===== src/rtl/spi_host_pkg.sv =====
package spi_host_pkg;

  // Register addresses on the parallel bus
  typedef enum logic [1:0] {
    RG_CTL  = 2'd0,
    RG_STAT = 2'd1,
    RG_DATA = 2'd2,
    RG_NONE = 2'd3
  } reg_sel_e;

  // Control register layout, bit 7 down to bit 0
  typedef struct packed {
    logic       irq_en;  // 7
    logic       run_en;  // 6
    logic       spare;   // 5, reads 0
    logic       host;    // 4
    logic       pol;     // 3
    logic       pha;     // 2
    logic [1:0] rate;    // 1:0
  } ctl_t;

  localparam int STAT_DONE_BIT = 7;

  // System clocks per serial clock level for a rate code
  function automatic int unsigned half_period(input logic [1:0] rate);
    return 32'd2 << rate;
  endfunction

  // An edge samples when its index parity equals the phase bit
  function automatic logic is_sample_edge(input logic pha, input logic idx_lsb);
    return idx_lsb == pha;
  endfunction

endpackage


===== src/rtl/spi_host_sclk.sv =====
module spi_host_sclk
  import spi_host_pkg::*;
#(
  parameter int DATA_W = 8,
  localparam int EDGES = 2 * DATA_W,
  localparam int EDGE_W = $clog2(EDGES),
  localparam int CNT_W = $clog2(half_period(2'b11))
) (
  input  logic              clk,
  input  logic              rst_n,
  input  logic              start,
  input  logic              abort,
  input  logic [1:0]        rate,
  input  logic              pol,
  output logic              busy,
  output logic              edge_fire,
  output logic              last_edge,
  output logic [EDGE_W-1:0] edge_idx,
  output logic              sck
);

  logic [CNT_W-1:0] cnt_q;
  logic [CNT_W-1:0] half_m1;
  logic             lvl_q;

  assign half_m1   = CNT_W'(half_period(rate) - 1);
  assign edge_fire = busy && (cnt_q >= half_m1);
  assign last_edge = edge_fire && (edge_idx == EDGE_W'(EDGES - 1));
  assign sck       = lvl_q ^ pol;

  always_ff @(posedge clk or negedge rst_n) begin
    if (!rst_n) begin
      busy     <= 1'b0;
      cnt_q    <= '0;
      edge_idx <= '0;
      lvl_q    <= 1'b0;
    end else if (abort) begin
      busy     <= 1'b0;
      cnt_q    <= '0;
      edge_idx <= '0;
      lvl_q    <= 1'b0;
    end else if (start) begin
      busy     <= 1'b1;
      cnt_q    <= '0;
      edge_idx <= '0;
      lvl_q    <= 1'b0;
    end else if (busy) begin
      if (edge_fire) begin
        cnt_q    <= '0;
        edge_idx <= edge_idx + 1'b1;
        lvl_q    <= ~lvl_q;
        if (last_edge) busy <= 1'b0;
      end else begin
        cnt_q <= cnt_q + 1'b1;
      end
    end
  end

endmodule


===== src/rtl/spi_host_shifter.sv =====
module spi_host_shifter
  import spi_host_pkg::*;
#(
  parameter int DATA_W = 8,
  localparam int EDGE_W = $clog2(2 * DATA_W)
) (
  input  logic              clk,
  input  logic              rst_n,
  input  logic              load,
  input  logic [DATA_W-1:0] load_data,
  input  logic              edge_fire,
  input  logic              last_edge,
  input  logic [EDGE_W-1:0] edge_idx,
  input  logic              pha,
  input  logic              miso,
  output logic              mosi,
  output logic [DATA_W-1:0] rx_word
);

  logic [DATA_W-1:0] shreg_q;
  logic              samp_q;
  logic              sample_edge;
  logic              shift_edge;

  assign sample_edge = edge_fire && is_sample_edge(pha, edge_idx[0]);
  assign shift_edge  = edge_fire && !last_edge && !is_sample_edge(pha, edge_idx[0])
                       && (edge_idx != '0);
  assign mosi        = shreg_q[DATA_W-1];
  // Phase 1 takes its final sample on the completing edge itself
  assign rx_word     = {shreg_q[DATA_W-2:0], (pha ? miso : samp_q)};

  always_ff @(posedge clk or negedge rst_n) begin
    if (!rst_n) begin
      shreg_q <= '0;
      samp_q  <= 1'b0;
    end else if (load) begin
      shreg_q <= load_data;
    end else begin
      if (sample_edge) samp_q <= miso;
      if (shift_edge) shreg_q <= {shreg_q[DATA_W-2:0], samp_q};
    end
  end

endmodule


===== src/rtl/spi_host_flags.sv =====
module spi_host_flags (
  input  logic clk,
  input  logic rst_n,
  input  logic set_done,
  input  logic start,
  input  logic stat_rd,
  input  logic data_rd,
  output logic done,
  output logic seen,
  output logic wr_lock
);

  logic clear_hit;

  assign clear_hit = data_rd && seen;
  assign wr_lock   = done && !seen;

  always_ff @(posedge clk or negedge rst_n) begin
    if (!rst_n) begin
      done <= 1'b0;
      seen <= 1'b0;
    end else begin
      if (set_done)       done <= 1'b1;
      else if (clear_hit) done <= 1'b0;

      if (start || set_done || clear_hit) seen <= 1'b0;
      else if (stat_rd && done)           seen <= 1'b1;
    end
  end

endmodule


===== src/rtl/spi_host_port.sv =====
module spi_host_port
  import spi_host_pkg::*;
#(
  parameter int DATA_W = 8,
  localparam int EDGE_W = $clog2(2 * DATA_W)
) (
  input  logic              clk,
  input  logic              rst_n,
  input  logic [1:0]        bus_addr,
  input  logic              bus_wr,
  input  logic              bus_rd,
  input  logic [DATA_W-1:0] bus_wdata,
  output logic [DATA_W-1:0] bus_rdata,
  input  logic              sel_guard,
  output logic              sck_o,
  output logic              mosi_o,
  input  logic              miso_i,
  output logic              irq_o
);

  reg_sel_e          sel;
  ctl_t              ctl_q;
  logic [DATA_W-1:0] rx_buf_q;
  logic [DATA_W-1:0] rx_word;
  logic [EDGE_W-1:0] edge_idx;

  // Named internal events
  logic wr_ctl, wr_data, rd_stat, rd_data;
  logic busy, edge_fire, last_edge;
  logic start_xfer, abort_xfer, fin_ok;
  logic st_done, st_seen, wr_lock;
  logic ctl_pol, ctl_host, ctl_run;
  logic [1:0] ctl_rate;

  assign sel     = reg_sel_e'(bus_addr);
  assign wr_ctl  = bus_wr && (sel == RG_CTL);
  assign wr_data = bus_wr && (sel == RG_DATA);
  assign rd_stat = bus_rd && (sel == RG_STAT);
  assign rd_data = bus_rd && (sel == RG_DATA);

  assign ctl_pol  = ctl_q.pol;
  assign ctl_host = ctl_q.host;
  assign ctl_run  = ctl_q.run_en;
  assign ctl_rate = ctl_q.rate;

  assign start_xfer = wr_data && ctl_host && ctl_run && sel_guard && !busy && !wr_lock;
  assign abort_xfer = !sel_guard;
  assign fin_ok     = last_edge && sel_guard;

  always_ff @(posedge clk or negedge rst_n) begin
    if (!rst_n) begin
      ctl_q <= '0;
    end else begin
      if (wr_ctl) begin
        ctl_q       <= ctl_t'(bus_wdata[7:0]);
        ctl_q.spare <= 1'b0;
      end
      if (!sel_guard) begin
        ctl_q.host   <= 1'b0;
        ctl_q.run_en <= 1'b0;
      end
    end
  end

  always_ff @(posedge clk or negedge rst_n) begin
    if (!rst_n)      rx_buf_q <= '0;
    else if (fin_ok) rx_buf_q <= rx_word;
  end

  spi_host_sclk #(.DATA_W(DATA_W)) u_sclk (
    .clk       (clk),
    .rst_n     (rst_n),
    .start     (start_xfer),
    .abort     (abort_xfer),
    .rate      (ctl_rate),
    .pol       (ctl_pol),
    .busy      (busy),
    .edge_fire (edge_fire),
    .last_edge (last_edge),
    .edge_idx  (edge_idx),
    .sck       (sck_o)
  );

  spi_host_shifter #(.DATA_W(DATA_W)) u_shift (
    .clk       (clk),
    .rst_n     (rst_n),
    .load      (start_xfer),
    .load_data (bus_wdata),
    .edge_fire (edge_fire),
    .last_edge (last_edge),
    .edge_idx  (edge_idx),
    .pha       (ctl_q.pha),
    .miso      (miso_i),
    .mosi      (mosi_o),
    .rx_word   (rx_word)
  );

  spi_host_flags u_flags (
    .clk      (clk),
    .rst_n    (rst_n),
    .set_done (fin_ok),
    .start    (start_xfer),
    .stat_rd  (rd_stat),
    .data_rd  (rd_data),
    .done     (st_done),
    .seen     (st_seen),
    .wr_lock  (wr_lock)
  );

  always_comb begin
    case (sel)
      RG_CTL:  bus_rdata = DATA_W'(ctl_q);
      RG_STAT: bus_rdata = DATA_W'(st_done) << STAT_DONE_BIT;
      RG_DATA: bus_rdata = rx_buf_q;
      default: bus_rdata = '0;
    endcase
  end

  assign irq_o = st_done && ctl_q.irq_en;

endmodule


===== config.mk =====
export PLATFORM = sky130hd
export DESIGN_NAME = spi_host_port
export DESIGN_NICKNAME = d
export VERILOG_FILES = /design/src/rtl/spi_host_pkg.sv /design/src/rtl/spi_host_sclk.sv /design/src/rtl/spi_host_shifter.sv /design/src/rtl/spi_host_flags.sv /design/src/rtl/spi_host_port.sv
export SDC_FILE = /design/constraint.sdc
export NUM_CORES = 1
export LEC_CHECK = 0
export BUFFER_PORTS_ARGS = -buffer_cell sky130_fd_sc_hd__buf_2
export CAP_MARGIN = 5
export CORE_ASPECT_RATIO = 0.5
export CORE_MARGIN = 2
export CORE_UTILIZATION = 51
export CTS_CLUSTER_DIAMETER = 30
export DETAILED_ROUTE_END_ITERATION = 12
export GPL_TIMING_DRIVEN = 0
export PLACE_DENSITY = 0.78
export SLEW_MARGIN = 15
export SYNTH_ARGS = -nofsm -noshare
export SYNTH_HDL_FRONTEND = slang
export SYNTH_SLANG_ARGS = --single-unit

===== constraint.sdc =====
create_clock -name clk -period 1.85 [get_ports clk]
set_input_delay 0.0925 -clock clk [delete_from_list [all_inputs] [get_ports clk]]
set_output_delay 0.0925 -clock clk [all_outputs]
set_load 0.01 [all_outputs]

Word level (Yosys, flattened, before mapping) --
Cells that the tools add are included.
Storage, ports and cells: logic and storage cells 92, output and inout bits 11, input bits 16, register bits 36
Cells by class: bitwise gates (word level) 3, eq/ne operators 7, multiplexer cells 28, order comparisons 1, shift-type cells 1, reductions and logical operators 34, add/sub/neg operators 3
Operator list (number):
- two-way mux 4 bit | 8
- case mux 8 bit (3 select lines) | 1
- logical AND 1 bit | 20
- two-way mux 1 bit | 16
- two-way mux 8 bit | 2
- adder 4 x 1 -> 4 bit, second input constant | 2
- two-way mux 7 bit | 1
- inequality test 3 x 1 -> 1 bit, second input constant | 2
- nonzero test 2 bit | 3
- logical NOT 1 bit | 5
- equality test 4 bit, second input constant | 1
- >= comparator 4 bit | 1
- AND reduction 2 bit | 2
- nonzero test 4 bit | 1
- left shift 2 x 2 -> 4 bit, first input constant | 1
- subtractor 4 x 1 -> 4 bit, second input constant | 1
- equality test 2 x 1 -> 1 bit, second input constant | 1
- equality test 2 bit, second input constant | 1
- logical NOT 2 bit | 1
- logical OR 1 bit | 2
- inequality test 2 x 1 -> 1 bit, second input constant | 1
- inverter 1 bit | 2
- equality test 1 bit | 1
- bitwise XOR 1 bit | 1

Depth between registers and ports, before layout --
depth in word-level cells 11, depth in mapped cells 7, gate-level depth less buffers 6

Hierarchy --
Synthesis repeated with hierarchy kept, for this count alone.
Second synthesis, totals: cells, all modules 200, area, all modules 2063.2 um^2
By module, submodules not included:
- spi_host_port | cells an instance 65, area each 768.2 um^2, instances 1, seq. area each 375.4 um^2
- spi_host_sclk | cells an instance 72, area each 663.1 um^2, instances 1, seq. area each 250.2 um^2
- spi_host_shifter | cells an instance 55, area each 521.8 um^2, instances 1, seq. area each 225.2 um^2
- spi_host_flags | cells an instance 8, area each 110.1 um^2, instances 1, seq. area each 50.0 um^2

Worst setup path before layout --
Ideal clock, no wire load.
path type register -> register, from register ctl_q (netlist bit ctl_rate[1]), to register u_shift.shreg_q[5], library setup time 0.126 ns, period minus slack after synthesis 1.871 ns, data arrival time 1.745 ns, path slack -0.021 ns, path buffers 1, cell stages (with the launch flop) 8, required time 1.724 ns, cell sequence dfrtp_1 > nor2_1 > ha_1 > a21oi_1 > o22a_1 > buf_1 > nor2_1 > a221o_1
On the way: longest elaborated chain between the ends 10
RTL lines:
- start, declared | RTL line spi_host_port.sv:22 | ctl_t ctl_q;
- start signal, assigned | RTL line spi_host_port.sv:55 | ctl_q <= ctl_t'(bus_wdata[7:0]);
- left shift 2 x 2 -> 4 bit (*) | RTL line spi_host_pkg.sv:26 | return 32'd2 << rate;
- subtractor 4 x 1 -> 4 bit (*) | RTL line spi_host_sclk.sv:26 | assign half_m1 = CNT_W'(half_period(rate) - 1);
- >= comparator 4 bit (*) | RTL line spi_host_sclk.sv:27 | assign edge_fire = busy && (cnt_q >= half_m1);
- logical AND 1 bit (*) | RTL line spi_host_sclk.sv:27
- logical AND 1 bit | RTL line spi_host_sclk.sv:28 | assign last_edge = edge_fire && (edge_idx == EDGE_W'(EDGES - 1));
- logical NOT 1 bit | RTL line spi_host_shifter.sv:26 | assign shift_edge = edge_fire && !last_edge && !is_sample_edge(pha, edge_idx[0])
- logical AND 1 bit (*) (2 in a row) | RTL line spi_host_shifter.sv:26
- logical AND 1 bit (*) | RTL line spi_host_shifter.sv:27 | && (edge_idx != '0);
- nonzero test 2 bit (no source line) (*)
- end signal, assigned | RTL line spi_host_shifter.sv:37 | shreg_q <= load_data;
- end signal, assigned | RTL line spi_host_shifter.sv:40 | if (shift_edge) shreg_q <= {shreg_q[DATA_W-2:0], samp_q};
- end, declared | RTL line spi_host_shifter.sv:20 | logic [DATA_W-1:0] shreg_q;
Mark *: on every way between the ends. The rest lies on a longest branch, timed or not. A chain may end at the register's enable or synchronous reset.

Worst setup path in the final report --
from register ctl_q (netlist bit ctl_rate[0]), to register u_shift.shreg_q[2]
The elaborated chain is that of the path after synthesis.

==> qor.yml <==
status: "complete, but fails checks"
violations: "setup timing"
finalCritPeriodShare_pct: 104
hold_viol: 0
cts_tree: "yes"
wl_per_cell_um: 16.6
die_height_um: 47.6
dr.first_iter.drc_count: 44
p_leak_nw: 1.18
die_x_um: 91.3
cpPeakStageDelay_ps: 430
post_dp_cell_area_um2: 2140
ir_drop_mv: 0.420
skew_ps: 6.57
synth_nets: 188
hpwl_um: 2720
report.final.slew_viol_count: 0
initial_core_util_pct: 54.8
path_cells: "nor2_2 -> ha_1 -> a21oi_2 -> o22a_1 -> o21ai_4 -> buf_12 -> mux2_4"
overflow: 0
p_int_mw: 1.36
grt_pass1_vias: 1384
die-area_um2: 4350
synth_ff_type: "dfrtp_1"
critPathMaxFanout: 7
clock.fmax_ghz: 0.520
synth_top_family_by_area: "multiplexers"
final_area_um2: 2500
p_per_area_nw_per_um2: 705
whs_ps: 28.5
avgViaCountPerCell: 5.42
cts_buffers: 5
gp_congestion: 0.853
cts_buffer_depth: 2
drive_above_1_share_pct: 49.8
setup_viol: 17
hold_class: "input port to register"
synthXorXnorAreaFrac_pct: 3.16
worst_setup_path_end_kind: "register"
root_buffer: "clkbuf_8"
nets: 232
power_mw: 1.77
clock-sinks: 36
num_rows: 15
synth-edff-count: 0
critPathTopFamily: "compound AO/OA/AOI/OAI gates"
syn_avg_cell_area_um2: 11.7
clk_pin_slew_worst_paths_ps: 70
antenna_left: 0
synthMuxAreaShare_pct: 22.2
num_vias: 1420
antenna_cells: 0
dp_slack_ps: -286
required_ps: 2030
drc: 0
fin_tns_setup_ps: -762
syn2layout_area_growth_pct: 28.9
grt_pass1_wl_um: 6890
syn_inst: 166
grt_usage_pct: 22.1
comb_power_share_pct: 9.4
min_period_ps: 1920
layout_setup_ws_ps: -74.5
maxCapViolations: 0
p_sw_share_pct: 22.9
cp_slowest_cell: "dfrtp_1"
synth_compound_area_share_pct: 7.73
ys_ff_latch: 36
synth_cell_types: 36
async_reset_ff_share_pct: 100
num_io_pins: 27
worst_slew_pin_slew_ps: 796
synth_warnings: 0
routed_wl_um: 4360
core_area_um2: 3550
synthSimpleGateAreaFrac_pct: 13.7
clock_latency_ps: 290
rsz0062_at_grt: "yes"
fillers: 224
drt_first_pass_iters: 4
criticalPathCategory: "register to register"
critPathArrivalTime_ps: 2110
netSwitchingPower_mw: 0.404
power_frac_seq_pct: 47.5
h-tree-depth: 2
slew_headroom_pct: 47.0
yosysSeqAreaShare_pct: 46.4
clockPowerShare_pct: 43.1
synthAdderAreaFrac_pct: 3.86
grt_start_max_net_pins: 37
numPortBuffers: 26
critical_path.startpoint_type: "register"
worstPathBufferInverterCount: 1
antenna_found_initial: 0
syn-cell-area_um2: 1940
-- flip-flops by register name (all words and copies together), names as in the netlist, 2 cells and up --
name             count
ctl_q                2
ctl_rate             2
rx_buf_q             8
u_sclk.cnt_q         4
u_sclk.edge_idx      4
u_shift.shreg_q      8
-- power by group through the flow --
stage               registers, mW  clock network, mW  logic, mW
floorplan                   0.842                  0     0.0834
global placement            0.848                  0      0.141
detailed placement          0.849                  0      0.144
CTS                         0.835              0.776      0.160
global route                0.842              0.814      0.182
finish                      0.839              0.761      0.165
-- per-layer routing --
layer  up-vias  GRT usage [%]  part of all wire [%]
li1        679              -                     -
met1       705           26.8                    45
met2        28           37.5                    49
met3         8           7.56                   3.8
met4         0           10.6                   2.1
met5         -              0                     0
-- cells in the mapped netlist (all sizes together), types with 2 or more instances --
library cell   n  area [µm²]
a21oi          7        35.0
nor2b          4        25.0
buf            4        31.3
or3            2        12.5
inv            6        22.5
nor2          15        56.3
o21ai          6        41.3
mux2i          9        90.1
ha             6        75.1
nand2         12        45.0
dfrtp         36         901
and3           2        12.5
mux2          28         342
xor2           3        26.3
xnor2          4        35.0
nand2b         2        27.5
nand3          6        30.0
-- cell families (layout without fill, tap and decap cells) --
kind of cell,Yosys count,in the layout
AO/OA/AOI/OAI,21,21
XOR/XNOR,7,7
adder cells (fa/ha/maj),6,6
buffers and inverters,11,56
flip-flops,36,36
multiplexers,37,37
AND/OR/NAND/NOR,48,48
-- repair_timing --
item,CTS,global route
endpoints found under the setup margin,18,25
gates resized for setup,11,22
pin swaps,5,16
endpoints found under the hold margin,36,0
buffers inserted,11,1
hold buffers,1,0
-- worst reg2reg max path, cell delays in order (launching register included) --
cell	delay, ps
dfrtp_1	430
nor2_2	160
ha_1	260
a21oi_2	190
o22a_1	260
o21ai_4	70
buf_12	140
mux2_4	290
-- metrics by stage --
stage                     utilization (%)  std cells
final                                70.6        262
after global routing                 70.6        262
after CTS                            68.3        262
after detailed placement             60.3        243
after global placement               60.3        243
after floorplan                         -        166
-- path summary, 6_finish.rpt --
check,slack (ps),end,depth (start not counted),start
max,-70,u_shift.shreg_q[2]$_DFFE_PN0P_,7,ctl_rate[0]$_DFFE_PN0P_
max in group asynchronous,880,ctl_rate[1]$_DFFE_PN0P_,2,rst_n
min in group asynchronous,430,u_sclk.edge_idx[3]$_DFFE_PN0P_,2,rst_n
min reg2reg,510,rx_buf_q[2]$_DFFE_PN0P_,1,rx_buf_q[2]$_DFFE_PN0P_
max reg2reg,-70,u_shift.shreg_q[2]$_DFFE_PN0P_,7,ctl_rate[0]$_DFFE_PN0P_
min,30,ctl_rate[1]$_DFFE_PN0P_,3,bus_wdata[1]
-- placed cells by master, fill, tap and decap left out, drive strengths merged, types with 2 or more instances in the layout --
| cell type | count |
|---|---|
| xnor2 | 4 |
| dfrtp | 36 |
| mux2 | 28 |
| o21ai | 6 |
| nor2b | 4 |
| ha | 6 |
| and3 | 2 |
| inv | 6 |
| or3 | 2 |
| mux2i | 9 |
| clkbuf | 8 |
| nand3 | 6 |
| buf | 40 |
| nand2 | 12 |
| a21oi | 7 |
| xor2 | 3 |
| nor2 | 15 |
| nand2b | 2 |
-- final cells by class --
cell class | count | area (µm²) | area share (%)
buffer | 4 | 31.3 | 1.25
clock buffer | 7 | 96.3 | 3.85
clock inverter | 1 | 30.0 | 1.20
inverter | 6 | 22.5 | 0.899
multi-input combinational | 119 | 1110 | 44.4
sequential | 36 | 902 | 36.0
tap | 51 | 63.8 | 2.55
timing repair buffer | 38 | 246 | 9.84
(Power assumes the default switching activity.)
